## config.mk

```make
export PLATFORM = sky130hd
export DESIGN_NAME = inorder_retire_q
export DESIGN_NICKNAME = d
export VERILOG_FILES = /design/src/rtl/iq_pkg.sv /design/src/rtl/iq_delay_line.sv /design/src/rtl/iq_squash_scan.sv /design/src/rtl/inorder_retire_q.sv
export SDC_FILE = /design/constraint.sdc
export NUM_CORES = 2
export LEC_CHECK = 0
export BUFFER_PORTS_ARGS = -buffer_cell sky130_fd_sc_hd__buf_2
export CAP_MARGIN = 25
export CORE_ASPECT_RATIO = 0.7
export CORE_MARGIN = 1
export CORE_UTILIZATION = 50
export CTS_BUF_LIST = sky130_fd_sc_hd__clkbuf_4 sky130_fd_sc_hd__clkbuf_8 sky130_fd_sc_hd__clkbuf_16
export DETAILED_ROUTE_END_ITERATION = 12
export GPL_TIMING_DRIVEN = 0
export MAX_ROUTING_LAYER = met4
export PLACE_DENSITY = 0.68
export SLEW_MARGIN = 10
export SYNTH_ARGS = -nofsm -noshare
export SYNTH_HDL_FRONTEND = slang
export SYNTH_SLANG_ARGS = --single-unit
```

## constraint.sdc

```tcl
create_clock -name clk_i -period 21 [get_ports clk_i]
set_input_delay 5.25 -clock clk_i [delete_from_list [all_inputs] [get_ports clk_i]]
set_output_delay 5.25 -clock clk_i [all_outputs]
set_load 0.005 [all_outputs]
```

## src/rtl/iq_pkg.sv

```systemverilog
package iq_pkg;
  typedef enum logic [1:0] {
    ST_RUN  = 2'd0,
    ST_MISS = 2'd1,
    ST_DONE = 2'd2
  } iq_state_e;
endpackage

```

## src/rtl/iq_delay_line.sv

```systemverilog
module iq_delay_line #(
  parameter int W   = 2,
  parameter int LAT = 2,
  localparam int CW = $clog2(W + 1)
) (
  input  logic          clk_i,
  input  logic          rst_ni,
  input  logic [CW-1:0] add_i,
  input  logic [CW-1:0] ret_i,
  input  logic          hold_i,
  input  logic          flush_i,
  output logic [CW-1:0] tail_o,
  output logic [CW-1:0] due_o
);
  logic [CW-1:0] slot_q [LAT+1];
  logic [CW-1:0] slot_d [LAT+1];

  always_comb begin
    slot_d = slot_q;
    slot_d[LAT] = slot_q[LAT] + add_i;
    slot_d[0] = slot_d[0] - ret_i;
    // advance only once every due instruction has gone
    if (slot_d[0] == '0) begin
      for (int i = 0; i < LAT; i++) slot_d[i] = slot_d[i+1];
      slot_d[LAT] = '0;
    end
  end

  always_ff @(posedge clk_i or negedge rst_ni) begin
    if (!rst_ni) begin
      for (int i = 0; i <= LAT; i++) slot_q[i] <= '0;
    end else if (flush_i) begin
      for (int i = 0; i <= LAT; i++) slot_q[i] <= '0;
    end else if (!hold_i) begin
      slot_q <= slot_d;
    end
  end

  assign tail_o = slot_q[LAT];
  assign due_o  = slot_q[0];

  AST_FLUSH_EMPTY: assert property (@(posedge clk_i) disable iff (!rst_ni)
    flush_i |=> (due_o == '0 && tail_o == '0));
endmodule

```

## src/rtl/iq_squash_scan.sv

```systemverilog
module iq_squash_scan #(
  parameter int DEPTH = 8,
  parameter int SEQ_W = 16,
  parameter int DST_W = 2,
  localparam int PW = $clog2(DEPTH),
  localparam int NW = $clog2(DEPTH + 1),
  localparam int FW = $clog2(DEPTH * ((1 << DST_W) - 1) + 1)
) (
  input  logic [DEPTH-1:0][SEQ_W-1:0] seq_i,
  input  logic [DEPTH-1:0][DST_W-1:0] dst_i,
  input  logic [PW-1:0]               head_i,
  input  logic [NW-1:0]               cnt_i,
  input  logic [SEQ_W-1:0]            lim_i,
  output logic [NW-1:0]               keep_o,
  output logic [FW-1:0]               free_o
);
  logic [DEPTH-1:0] live, kill;

  for (genvar g = 0; g < DEPTH; g++) begin : g_slot
    logic [PW-1:0] rel;
    assign rel     = PW'(g) - head_i;
    assign live[g] = NW'(rel) < cnt_i;
    assign kill[g] = live[g] && (seq_i[g] > lim_i);
  end

  always_comb begin
    keep_o = '0;
    free_o = '0;
    for (int i = 0; i < DEPTH; i++) begin
      if (live[i] && !kill[i]) keep_o = keep_o + NW'(1);
      if (kill[i]) free_o = free_o + FW'(dst_i[i]);
    end
  end
endmodule

```

## src/rtl/inorder_retire_q.sv

```systemverilog
module inorder_retire_q
  import iq_pkg::*;
#(
  parameter int W     = 2,
  parameter int LAT   = 2,
  parameter int DEPTH = 8,
  parameter int SEQ_W = 16,
  parameter int PC_W  = 32,
  parameter int DST_W = 2,
  localparam int CW = $clog2(W + 1),
  localparam int PW = $clog2(DEPTH),
  localparam int NW = $clog2(DEPTH + 1),
  localparam int FW = $clog2(DEPTH * ((1 << DST_W) - 1) + 1)
) (
  input  logic                      clk_i,
  input  logic                      rst_ni,
  input  logic [W-1:0]              in_vld_i,
  input  logic [W-1:0][SEQ_W-1:0]   in_seq_i,
  input  logic [W-1:0][PC_W-1:0]    in_pc_i,
  input  logic [W-1:0][PC_W-1:0]    in_npc_i,
  input  logic [W-1:0][DST_W-1:0]   in_dst_i,
  input  logic [W-1:0]              in_mem_i,
  input  logic [W-1:0]              in_mp_i,
  output logic [CW-1:0]             in_take_o,
  input  logic                      dmiss_i,
  input  logic                      dfill_i,
  input  logic                      sq_req_i,
  input  logic [PC_W-1:0]           sq_pc_i,
  output logic [W-1:0]              ret_vld_o,
  output logic [W-1:0][SEQ_W-1:0]   ret_seq_o,
  output logic [W-1:0][PC_W-1:0]    ret_pc_o,
  output logic [FW-1:0]             freed_o,
  output logic                      redir_vld_o,
  output logic [SEQ_W-1:0]          redir_seq_o,
  output logic [PC_W-1:0]           redir_pc_o
);
  logic [DEPTH-1:0][SEQ_W-1:0] seq_q;
  logic [DEPTH-1:0][DST_W-1:0] dst_q;
  logic [DEPTH-1:0][PC_W-1:0]  pc_q, npc_q;
  logic [DEPTH-1:0]            mem_q, mp_q;
  logic [PW-1:0]               head_q;
  logic [NW-1:0]               cnt_q;
  iq_state_e                   st_q;
  logic                        pend_q;
  logic [PC_W-1:0]             pend_pc_q;

  logic [CW-1:0]    tail, due, n_ret, lv, take;
  logic             run_ok, go, stall_hit, mp_hit, flush;
  logic [SEQ_W-1:0] mp_seq, sq_lim;
  logic [PC_W-1:0]  mp_pc;
  logic [FW-1:0]    ret_free, sq_free;
  logic [NW-1:0]    keep;
  logic [PW-1:0]    wr_idx [W];

  assign run_ok = !pend_q && (st_q != ST_MISS);

  // in-order retirement of the due group
  always_comb begin
    logic [PW-1:0] idx;
    ret_vld_o = '0;
    ret_seq_o = '0;
    ret_pc_o  = '0;
    n_ret     = '0;
    ret_free  = '0;
    mp_hit    = 1'b0;
    mp_seq    = '0;
    mp_pc     = '0;
    stall_hit = 1'b0;
    go        = run_ok;
    for (int k = 0; k < W; k++) begin
      idx = head_q + PW'(k);
      if (go && (CW'(k) < due)) begin
        if (mem_q[idx] && dmiss_i && !(k == 0 && st_q == ST_DONE)) begin
          stall_hit = 1'b1;
          go        = 1'b0;
        end else begin
          ret_vld_o[k] = 1'b1;
          ret_seq_o[k] = seq_q[idx];
          ret_pc_o[k]  = pc_q[idx];
          n_ret        = n_ret + CW'(1);
          ret_free     = ret_free + FW'(dst_q[idx]);
          if (mp_q[idx]) begin
            mp_hit = 1'b1;
            mp_seq = seq_q[idx];
            mp_pc  = npc_q[idx];
            go     = 1'b0;
          end
        end
      end
    end
  end

  // acceptance: leading valid lanes, capped by slot and queue room
  always_comb begin
    logic run;
    run = 1'b1;
    lv  = '0;
    for (int j = 0; j < W; j++) begin
      run = run && in_vld_i[j];
      if (run) lv = lv + CW'(1);
    end
    take = lv;
    if (take > CW'(W) - tail) take = CW'(W) - tail;
    if (NW'(take) > NW'(DEPTH) - cnt_q) take = CW'(NW'(DEPTH) - cnt_q);
    if (!run_ok || mp_hit) take = '0;
  end
  assign in_take_o = take;

  for (genvar g = 0; g < W; g++) begin : g_wr
    assign wr_idx[g] = head_q + PW'(cnt_q) + PW'(g);
  end

  assign sq_lim = pend_q ? ((cnt_q == '0) ? '0 : seq_q[head_q] - SEQ_W'(1)) : mp_seq;
  assign flush  = pend_q || mp_hit;

  iq_squash_scan #(.DEPTH(DEPTH), .SEQ_W(SEQ_W), .DST_W(DST_W)) i_scan (
    .seq_i  (seq_q),
    .dst_i  (dst_q),
    .head_i (head_q),
    .cnt_i  (cnt_q),
    .lim_i  (sq_lim),
    .keep_o (keep),
    .free_o (sq_free)
  );

  iq_delay_line #(.W(W), .LAT(LAT)) i_dly (
    .clk_i   (clk_i),
    .rst_ni  (rst_ni),
    .add_i   (take),
    .ret_i   (n_ret),
    .hold_i  (st_q == ST_MISS),
    .flush_i (flush),
    .tail_o  (tail),
    .due_o   (due)
  );

  assign freed_o     = pend_q ? sq_free : ret_free + (mp_hit ? sq_free : '0);
  assign redir_vld_o = flush;
  assign redir_seq_o = sq_lim;
  assign redir_pc_o  = pend_q ? pend_pc_q : mp_pc;

  always_ff @(posedge clk_i or negedge rst_ni) begin
    if (!rst_ni) begin
      pend_q    <= 1'b0;
      pend_pc_q <= '0;
      head_q    <= '0;
      cnt_q     <= '0;
      st_q      <= ST_RUN;
    end else begin
      pend_q    <= sq_req_i;
      pend_pc_q <= sq_pc_i;
      if (pend_q) begin
        cnt_q <= keep;
        st_q  <= ST_RUN;
      end else if (st_q == ST_MISS) begin
        if (dfill_i) st_q <= ST_DONE;
      end else begin
        head_q <= head_q + PW'(n_ret);
        cnt_q  <= mp_hit ? keep - NW'(n_ret) : cnt_q + NW'(take) - NW'(n_ret);
        if (stall_hit)          st_q <= ST_MISS;
        else if (n_ret != '0)   st_q <= ST_RUN;
      end
    end
  end

  always_ff @(posedge clk_i) begin
    for (int j = 0; j < W; j++) begin
      if (CW'(j) < take) begin
        seq_q[wr_idx[j]] <= in_seq_i[j];
        pc_q[wr_idx[j]]  <= in_pc_i[j];
        npc_q[wr_idx[j]] <= in_npc_i[j];
        dst_q[wr_idx[j]] <= in_dst_i[j];
        mem_q[wr_idx[j]] <= in_mem_i[j];
        mp_q[wr_idx[j]]  <= in_mp_i[j];
      end
    end
  end

  AST_TAKE_LE_VALID: assert property (@(posedge clk_i) disable iff (!rst_ni)
    32'(in_take_o) <= $countones(in_vld_i));
  AST_CNT_BOUND: assert property (@(posedge clk_i) disable iff (!rst_ni)
    cnt_q <= NW'(DEPTH));
  AST_RET_PREFIX: assert property (@(posedge clk_i) disable iff (!rst_ni)
    (ret_vld_o & W'(ret_vld_o + W'(1))) == '0);
  AST_MISS_QUIET: assert property (@(posedge clk_i) disable iff (!rst_ni)
    (st_q == ST_MISS) |-> (in_take_o == '0 && ret_vld_o == '0));
  AST_MISS_HOLD_HEAD: assert property (@(posedge clk_i) disable iff (!rst_ni)
    (st_q == ST_MISS) |=> $stable(head_q));
  AST_PEND_PRIO: assert property (@(posedge clk_i) disable iff (!rst_ni)
    pend_q |-> (ret_vld_o == '0 && in_take_o == '0));
endmodule

```

Word level (Yosys, flattened, before mapping)

Cells that the tools add are included.

Bits in registers: 720
Bits of input ports: 207
Word-level logic and storage cells: 308

Add/sub/neg operators: 38
Magnitude comparators: 28
Equality and inequality tests: 6
Muxes and demuxes: 146
Bitwise logic cells: 2
Reduce and logical (&&, ||, !) cells: 46

Operators with widths:

| cell                                                                         | count |
|---|---|
| 256-bit bitwise mux                                                          | 4 |
| 256-bit 2-to-1 mux                                                           | 4 |
| 32-bit 2-to-1 mux                                                            | 17 |
| 32-bit binary-select mux with 3-bit select                                   | 4 |
| 16-bit 2-to-1 mux                                                            | 18 |
| 128-bit bitwise mux                                                          | 2 |
| 128-bit 2-to-1 mux                                                           | 2 |
| 32-bit demux with 3-bit select                                               | 2 |
| 16-bit greater-than comparator                                               | 8 |
| 16-bit binary-select mux with 3-bit select                                   | 2 |
| 16-bit demux with 3-bit select                                               | 2 |
| 5-bit 2-to-1 mux                                                             | 11 |
| 4-bit 2-to-1 mux                                                             | 10 |
| 2-bit 2-to-1 mux                                                             | 19 |
| 5-bit by 2-bit adder with 5-bit output                                       | 7 |
| 16-bit bitwise mux                                                           | 2 |
| 8-bit bitwise mux                                                            | 4 |
| 3-bit by 4-bit less-than comparator with 1-bit output                        | 8 |
| 8-bit 2-to-1 mux                                                             | 4 |
| 1-bit 2-to-1 mux                                                             | 26 |
| 1-bit logical AND                                                            | 25 |
| 4-bit by 1-bit adder with 4-bit output, second input constant                | 6 |
| 6-bit 2-to-1 mux                                                             | 3 |
| 3-bit by 4-bit less-than comparator with 1-bit output, second input constant | 4 |
| other kinds (38)                                                             | 72 |

Logic depth before layout (Yosys ltp)

Depth in word-level cells: 33
Depth in mapped cells: 59
Gate-level depth less buffers: 53

By module

A second synthesis with hierarchy kept.

Cells, all modules: 5641
Area total of the unflattened synthesis: 46811.1 um^2

By module, submodules not included:

| module           | times used | cells an instance | area each (um^2) |
|---|---|---|---|
| inorder_retire_q | 1          | 4989              | 41459.8 |
| iq_squash_scan   | 1          | 609               | 4932.2 |
| iq_delay_line    | 1          | 43                | 419.2 |

Worst setup path before layout

Ideal clock, no wire load.

Path kind: in2out
Start point: input port dmiss_i
End point: output port freed_o[4]
Data arrival time: 14.933 ns
Data required time: 15.750 ns
Setup slack: 0.817 ns
Cell stages on the path: 44
Path buffers: 3
Path through: o21ai_0 nor2_1 or3_1 clkbuf_1 inv_1 nand2b_1 clkbuf_1 clkbuf_1 o221ai_1 ha_1 inv_1 a21o_1 maj3_1 a21oi_1 o21ai_0 nand2_1 nor2_1 ha_1 [8 not listed] inv_1 nor2_1 fa_1 nand2_1 o31ai_1 fa_1 a21oi_1 o41ai_1 fa_1 nand2_1 xor2_1 nor2_1 ha_1 a21o_1 nand2_1 or4b_1 a221o_1 nand2_1

Word-level cells in the longest chain between the ends: 28
Elaborated cells on any way between the ends: 56
Those cells by class: add/sub: 9; order compare: 8; mux: 27; reduce/logical: 12

Ends and longest elaborated chain:

| what                                   | line                    | source |
|---|---|---|
| start: declaration                     | inorder_retire_q.sv:25  | `input logic dmiss_i,` |
| 1-bit logical AND (2 in series)        | inorder_retire_q.sv:73  | `if (mem_q[idx] && dmiss_i && !(k == 0 && st_q == ST_DONE)) begin` |
| 16-bit 2-to-1 mux                      | inorder_retire_q.sv:73  |  |
| 16-bit 2-to-1 mux                      | inorder_retire_q.sv:72  | `if (go && (CW'(k) < due)) begin` |
| 16-bit 2-to-1 mux                      | inorder_retire_q.sv:82  | `if (mp_q[idx]) begin` |
| 16-bit 2-to-1 mux                      | inorder_retire_q.sv:73  |  |
| 16-bit 2-to-1 mux *                    | inorder_retire_q.sv:72  |  |
| 16-bit 2-to-1 mux *                    | inorder_retire_q.sv:113 | `assign sq_lim = pend_q ? ((cnt_q == '0) ? '0 : seq_q[head_q] - SEQ_W'(1)) : mp_seq;` |
| via redir_seq_o[0]                     | inorder_retire_q.sv:34  | `output logic [SEQ_W-1:0] redir_seq_o,` |
| [12 not listed]                        | -                       |  |
| 5-bit 2-to-1 mux                       | iq_squash_scan.sv:31    | `if (kill[i]) free_o = free_o + FW'(dst_i[i]);` |
| 5-bit by 2-bit adder with 5-bit output | iq_squash_scan.sv:31    |  |
| 5-bit 2-to-1 mux                       | iq_squash_scan.sv:31    |  |
| 5-bit by 2-bit adder with 5-bit output | iq_squash_scan.sv:31    |  |
| 5-bit 2-to-1 mux *                     | iq_squash_scan.sv:31    |  |
| 5-bit 2-to-1 mux                       | inorder_retire_q.sv:137 | `assign freed_o = pend_q ? sq_free : ret_free + (mp_hit ? sq_free : '0);` |
| 5-bit adder                            | inorder_retire_q.sv:137 |  |
| 5-bit 2-to-1 mux *                     | inorder_retire_q.sv:137 |  |
| end: declaration                       | inorder_retire_q.sv:32  | `output logic [FW-1:0] freed_o,` |

The timed path passes the listed nets; every way through them passes the cells marked *.

Worst setup path in the final report

Start point: input port dmiss_i
End point: output port freed_o[4]

Word-level cells in the longest chain between the ends: 28
Elaborated cells on any way between the ends: 56
Those cells by class: add/sub: 9; order compare: 8; mux: 27; reduce/logical: 12

Ends and longest elaborated chain:

| what                                   | line                    | source |
|---|---|---|
| 1-bit logical AND (2 in series)        | inorder_retire_q.sv:73  |  |
| 16-bit 2-to-1 mux                      | inorder_retire_q.sv:73  |  |
| 16-bit 2-to-1 mux                      | inorder_retire_q.sv:72  |  |
| 16-bit 2-to-1 mux                      | inorder_retire_q.sv:82  |  |
| 16-bit 2-to-1 mux                      | inorder_retire_q.sv:73  |  |
| 16-bit 2-to-1 mux                      | inorder_retire_q.sv:72  |  |
| 16-bit 2-to-1 mux                      | inorder_retire_q.sv:113 |  |
| 16-bit greater-than comparator         | iq_squash_scan.sv:23    | `assign kill[g] = live[g] && (seq_i[g] > lim_i);` |
| [11 not listed]                        | -                       |  |
| 5-bit 2-to-1 mux                       | iq_squash_scan.sv:31    |  |
| 5-bit by 2-bit adder with 5-bit output | iq_squash_scan.sv:31    |  |
| 5-bit 2-to-1 mux                       | iq_squash_scan.sv:31    |  |
| 5-bit by 2-bit adder with 5-bit output | iq_squash_scan.sv:31    |  |
| 5-bit 2-to-1 mux                       | iq_squash_scan.sv:31    |  |
| 5-bit 2-to-1 mux                       | inorder_retire_q.sv:137 |  |
| 5-bit adder                            | inorder_retire_q.sv:137 |  |
| 5-bit 2-to-1 mux *                     | inorder_retire_q.sv:137 |  |

Every way passes the cells marked *; elsewhere a longest branch is shown, timed or not.

==> results by group <==
Clocking
  – Post-CTS Hold Buffers: 0
  – Num Clock Sinks: 720
  – Clk buf depth: 3
  – CTS clock-pin slew for the worst setup and hold paths: 0.06 ns
  – Root buffer cell: clkbuf_16
  – Htree depth: 3
  – Clk_lat worst skew: 0.67 ns
  – CTS tree: yes
  – Num CTS Buffers: 77

Route
  – DRC: 0
  – DR pass1 iterations: 6
  – Routed vias: ~44k
  – Drt via density: approximately 6.6
  – Post-route ant nets: 0
  – Wirelength per Cell: between 20 and 30 microns
  – Iteration-0 DRC Markers: about 6.8k
  – Drt total wl: 191300 microns

Pwr
  – Sw Pwr: ~5.5 mW
  – Flop pwr share: 0.229
  – Clk pwr share: 0.128
  – Leakage: 19.50 nW
  – PD cells: between 200 and 250 nW/um^2
  – Net Sw Frac: 0.4679
  – Pint: roughly 6.3 mW
  – Peak VDD IR: 0.1829 mV
  – Combinational fraction of design power: 0.643
  – Total power: between 10 and 15 mW

Synthesis
  – Synth cell types: 85
  – Synth Flop Type: dfxtp_1
  – Cell with the most instances after synthesis: nand2_1
  – Cells after synthesis: 4988
  – Synth cell count leaders: nand2_1 (934), mux2i_1 (797), o21ai_0 (721)
  – Ys async rst share: 0.06667
  – Top cells by area, synth: dfxtp_1 (29%), mux2i_1 (17%), mux4_2 (16%)
  – Cell taking the most area after synthesis: dfxtp_1
  – Post-synth EDFFs: 0
  – #FFs+latches synth: 720
  – Mapped cell area: 46490 sq um
  – Post-synth net total: 5387
  – Syn. warnings: 0
  – Syn Area/Cell: 9.320 sq um
  – Yosys top cell area share: 0.2894
  – Sequential area share after synthesis: 0.3152

Final layout
  – Nets: 5766
  – Non-Filler Instances: 6690
  – Area grow syn2layout: 14.95%
  – Layout cell share with drive strength beyond 1: 0.1702
  – Fillcell total: 8033

Worst setup path
  – CP max-delay cell: fa_1
  – CP required: 15.75 ns
  – Worst-case reg-to-reg path depth: 41
  – Reg2reg setup slack: 8.18 ns
  – Crit start category: input port
  – Endpoint class of the critical path: output port
  – Crit Path Category: input port to output port
  – Worst r2r src: head_q[0]$_DFFE_PN0N_
  – CP Launch Point: dmiss_i
  – Max FO, Critical Path: 10
  – Critical Path End: freed_o[4]
  – Slowest Stage Delay on Critical Path: 0.58 ns
  – Most frequent CP cell: fa_1
  – RR Endpoint: cnt_q[3]$_DFFE_PN0N_
  – Worst path arrival time: 15.51 ns

Global routing
  – Via count of the first global-routing pass: ~41k
  – Gr usage total: 0.4020
  – First-pass GRT wire length: about 270000 microns
  – Initial antenna violation count: 24
  – Total gr overflow: 0
  – Largest net degree at the start of global routing: 49

Floorplan
  – Rows: 93
  – Initial Util: 0.5051
  – Boundary pin count: between 300 and 400
  – Die footprint: approximately 94000 sq um
  – Die height: 257.1 microns
  – Core area: 92040 sq um
  – DIE WIDTH: 366.5 microns

Placed design
  – GPL Wtd Cong: 1.002
  – HPWL reported at the end of detailed placement: 134900 microns
  – IO buf count: 192
  – Dpl cells: 6448
  – DP Worst Slack: -2.528 ns

Timing
  – Final WS setup: ~0.24 ns
  – Max Freq: 48.17 MHz
  – Setup TNS Final: 0 ns
  – Rel. slew slack: 0.2027
  – Worst-Margin Slew: 1.196 ns
  – Hold slack: 0.5314 ns
  – Final Slew Violations: 0
  – Post-layout min period: 20.76 ns
  – Clock Skew: ~0.037 ns
  – Fin crit share: 0.9886
  – Fin. Hold Viols: 0
  – Final setup viols: 0

Worst hold path
  – Tightest Hold Check Type: flop to flop
  – Hold Crit Depth: 1

Run
  – Max_cap viols: 0

Status
  – Status: completed
-- power groups by stage --
| stage | Combinational [mW] | Sequential (mW) | Clock [mW] |
|---|---|---|---|
| 3_5_place_dp | 6.88 | 2.68 | 0 |
| 4_1_cts | 7.02 | 2.66 | 1.50 |
| 5_1_grt | 8.15 | 2.76 | 1.56 |
| 2_1_floorplan | 5.01 | 2.43 | 0 |
| 6_report | 7.60 | 2.71 | 1.51 |
| 3_3_place_gp | 6.67 | 2.66 | 0 |
-- how the worst min path moves through the flow --
| stage | startpoint | endpoint | slack (ns) |
|---|---|---|---|
| 6_report | cnt_q[2]$_DFFE_PN0N_ | cnt_q[2]$_DFFE_PN0N_ | 0.53 |
| 4_1_cts | cnt_q[2]$_DFFE_PN0N_ | cnt_q[2]$_DFFE_PN0N_ | 0.53 |
| 2_1_floorplan | cnt_q[2]$_DFFE_PN0N_ | cnt_q[2]$_DFFE_PN0N_ | 0.48 |
| 5_1_grt | pc_q[255]$_DFF_P_ | pc_q[255]$_DFF_P_ | 0.57 |
| 3_5_place_dp | cnt_q[2]$_DFFE_PN0N_ | cnt_q[2]$_DFFE_PN0N_ | 0.51 |
| 3_3_place_gp | cnt_q[2]$_DFFE_PN0N_ | cnt_q[2]$_DFFE_PN0N_ | 0.49 |
-- flip-flops by register name, indices dropped and copies added, names as in the netlist --
| signal | count |
|---|---|
| mem_q | 8 |
| head_q | 3 |
| pc_q | 256 |
| mp_q | 8 |
| i_dly.due_o | 2 |
| seq_q | 128 |
| dst_q | 16 |
| cnt_q | 4 |
| npc_q | 256 |
| i_dly.slot_q | 2 |
| st_q | 2 |
| i_dly.tail_o | 2 |
| pend_pc_q | 32 |
| pend_q | 1 |
-- timing repair --
item,in CTS,in global routing
setup buffers,10,43
setup endpoints to repair,4,4
gates cloned,0,0
gates resized for setup,54,61
endpoints found under the hold margin,0,0
pin swaps,9,31
-- cells by family (layout without fill, tap and decap cells) --
group | count (synthesis) | after routing | share of synthesized area
simple gates | 1209 | 1209 | 0.1067
buf+inv | 617 | 1057 | 0.05149
xor+xnor | 47 | 47 | 0.01042
fa+ha+maj | 193 | 193 | 0.05431
other cells | 0 | 27 | 0
mux | 1132 | 1132 | 0.3329
flops | 720 | 720 | 0.3152
compound gates | 1070 | 1070 | 0.1289
-- metal layers --
metal | GRT usage | up-vias | share of wire
li1 | - | 18790 | -
met1 | 0.5427 | 21390 | 0.39
met2 | 0.5565 | 3470 | 0.42
met3 | 0.1251 | 519 | 0.15
met4 | 0.1593 | 0 | 0.044
met5 | - | - | 0
-- layout by cell type (no fill, tap or decap), drive strengths merged, types with 13 or more instances in the layout --
| cell | count |
|---|---|
| a21o | 52 |
| a21oi | 144 |
| and3 | 16 |
| buf | 450 |
| clkbuf | 489 |
| clkinv | 19 |
| dfrtp | 48 |
| dfxtp | 672 |
| diode | 27 |
| fa | 15 |
| ha | 177 |
| inv | 84 |
| mux2i | 797 |
| mux4 | 331 |
| nand2 | 934 |
| nand3 | 28 |
| nand4 | 24 |
| nor2 | 107 |
| nor2b | 14 |
| nor3 | 29 |
| o21ai | 724 |
| o221ai | 35 |
| o22ai | 13 |
| xnor2 | 29 |
| xor2 | 15 |
-- worst max-delay path: cells and delay by family --
| kind | cells | cell delay, ns |
|---|---|---|
| fa+ha+maj | 11 | 4.43 |
| simple gates | 13 | 2.14 |
| mux | 1 | 0.22 |
| compound gates | 12 | 2.21 |
| buf+inv | 8 | 1.06 |
| xor+xnor | 1 | 0.17 |
-- stage by stage --
stage               area, sq um    util
finish                    53440  0.5806
global route              53430  0.5805
CTS                       52510  0.5705
detailed placement        49460  0.5374
global placement          48990  0.5323
floorplan                 46490       -
-- final cells by class --
type,instances,area [sq um],area share
Timing Repair Buffer,302,2146,0.04015
Multi-Input combinational cell,3651,29760,0.5568
Buffer,529,2156,0.04034
Sequential cell,720,14650,0.2742
Clock inverter,30,420.4,0.007867
Inverter,86,356.6,0.006673
Clock buffer,110,2338,0.04376
Tap cell,1235,1545,0.02892
Antenna cell,27,67.56,0.001264
Note: power is estimated with default switching activity, not from simulation.
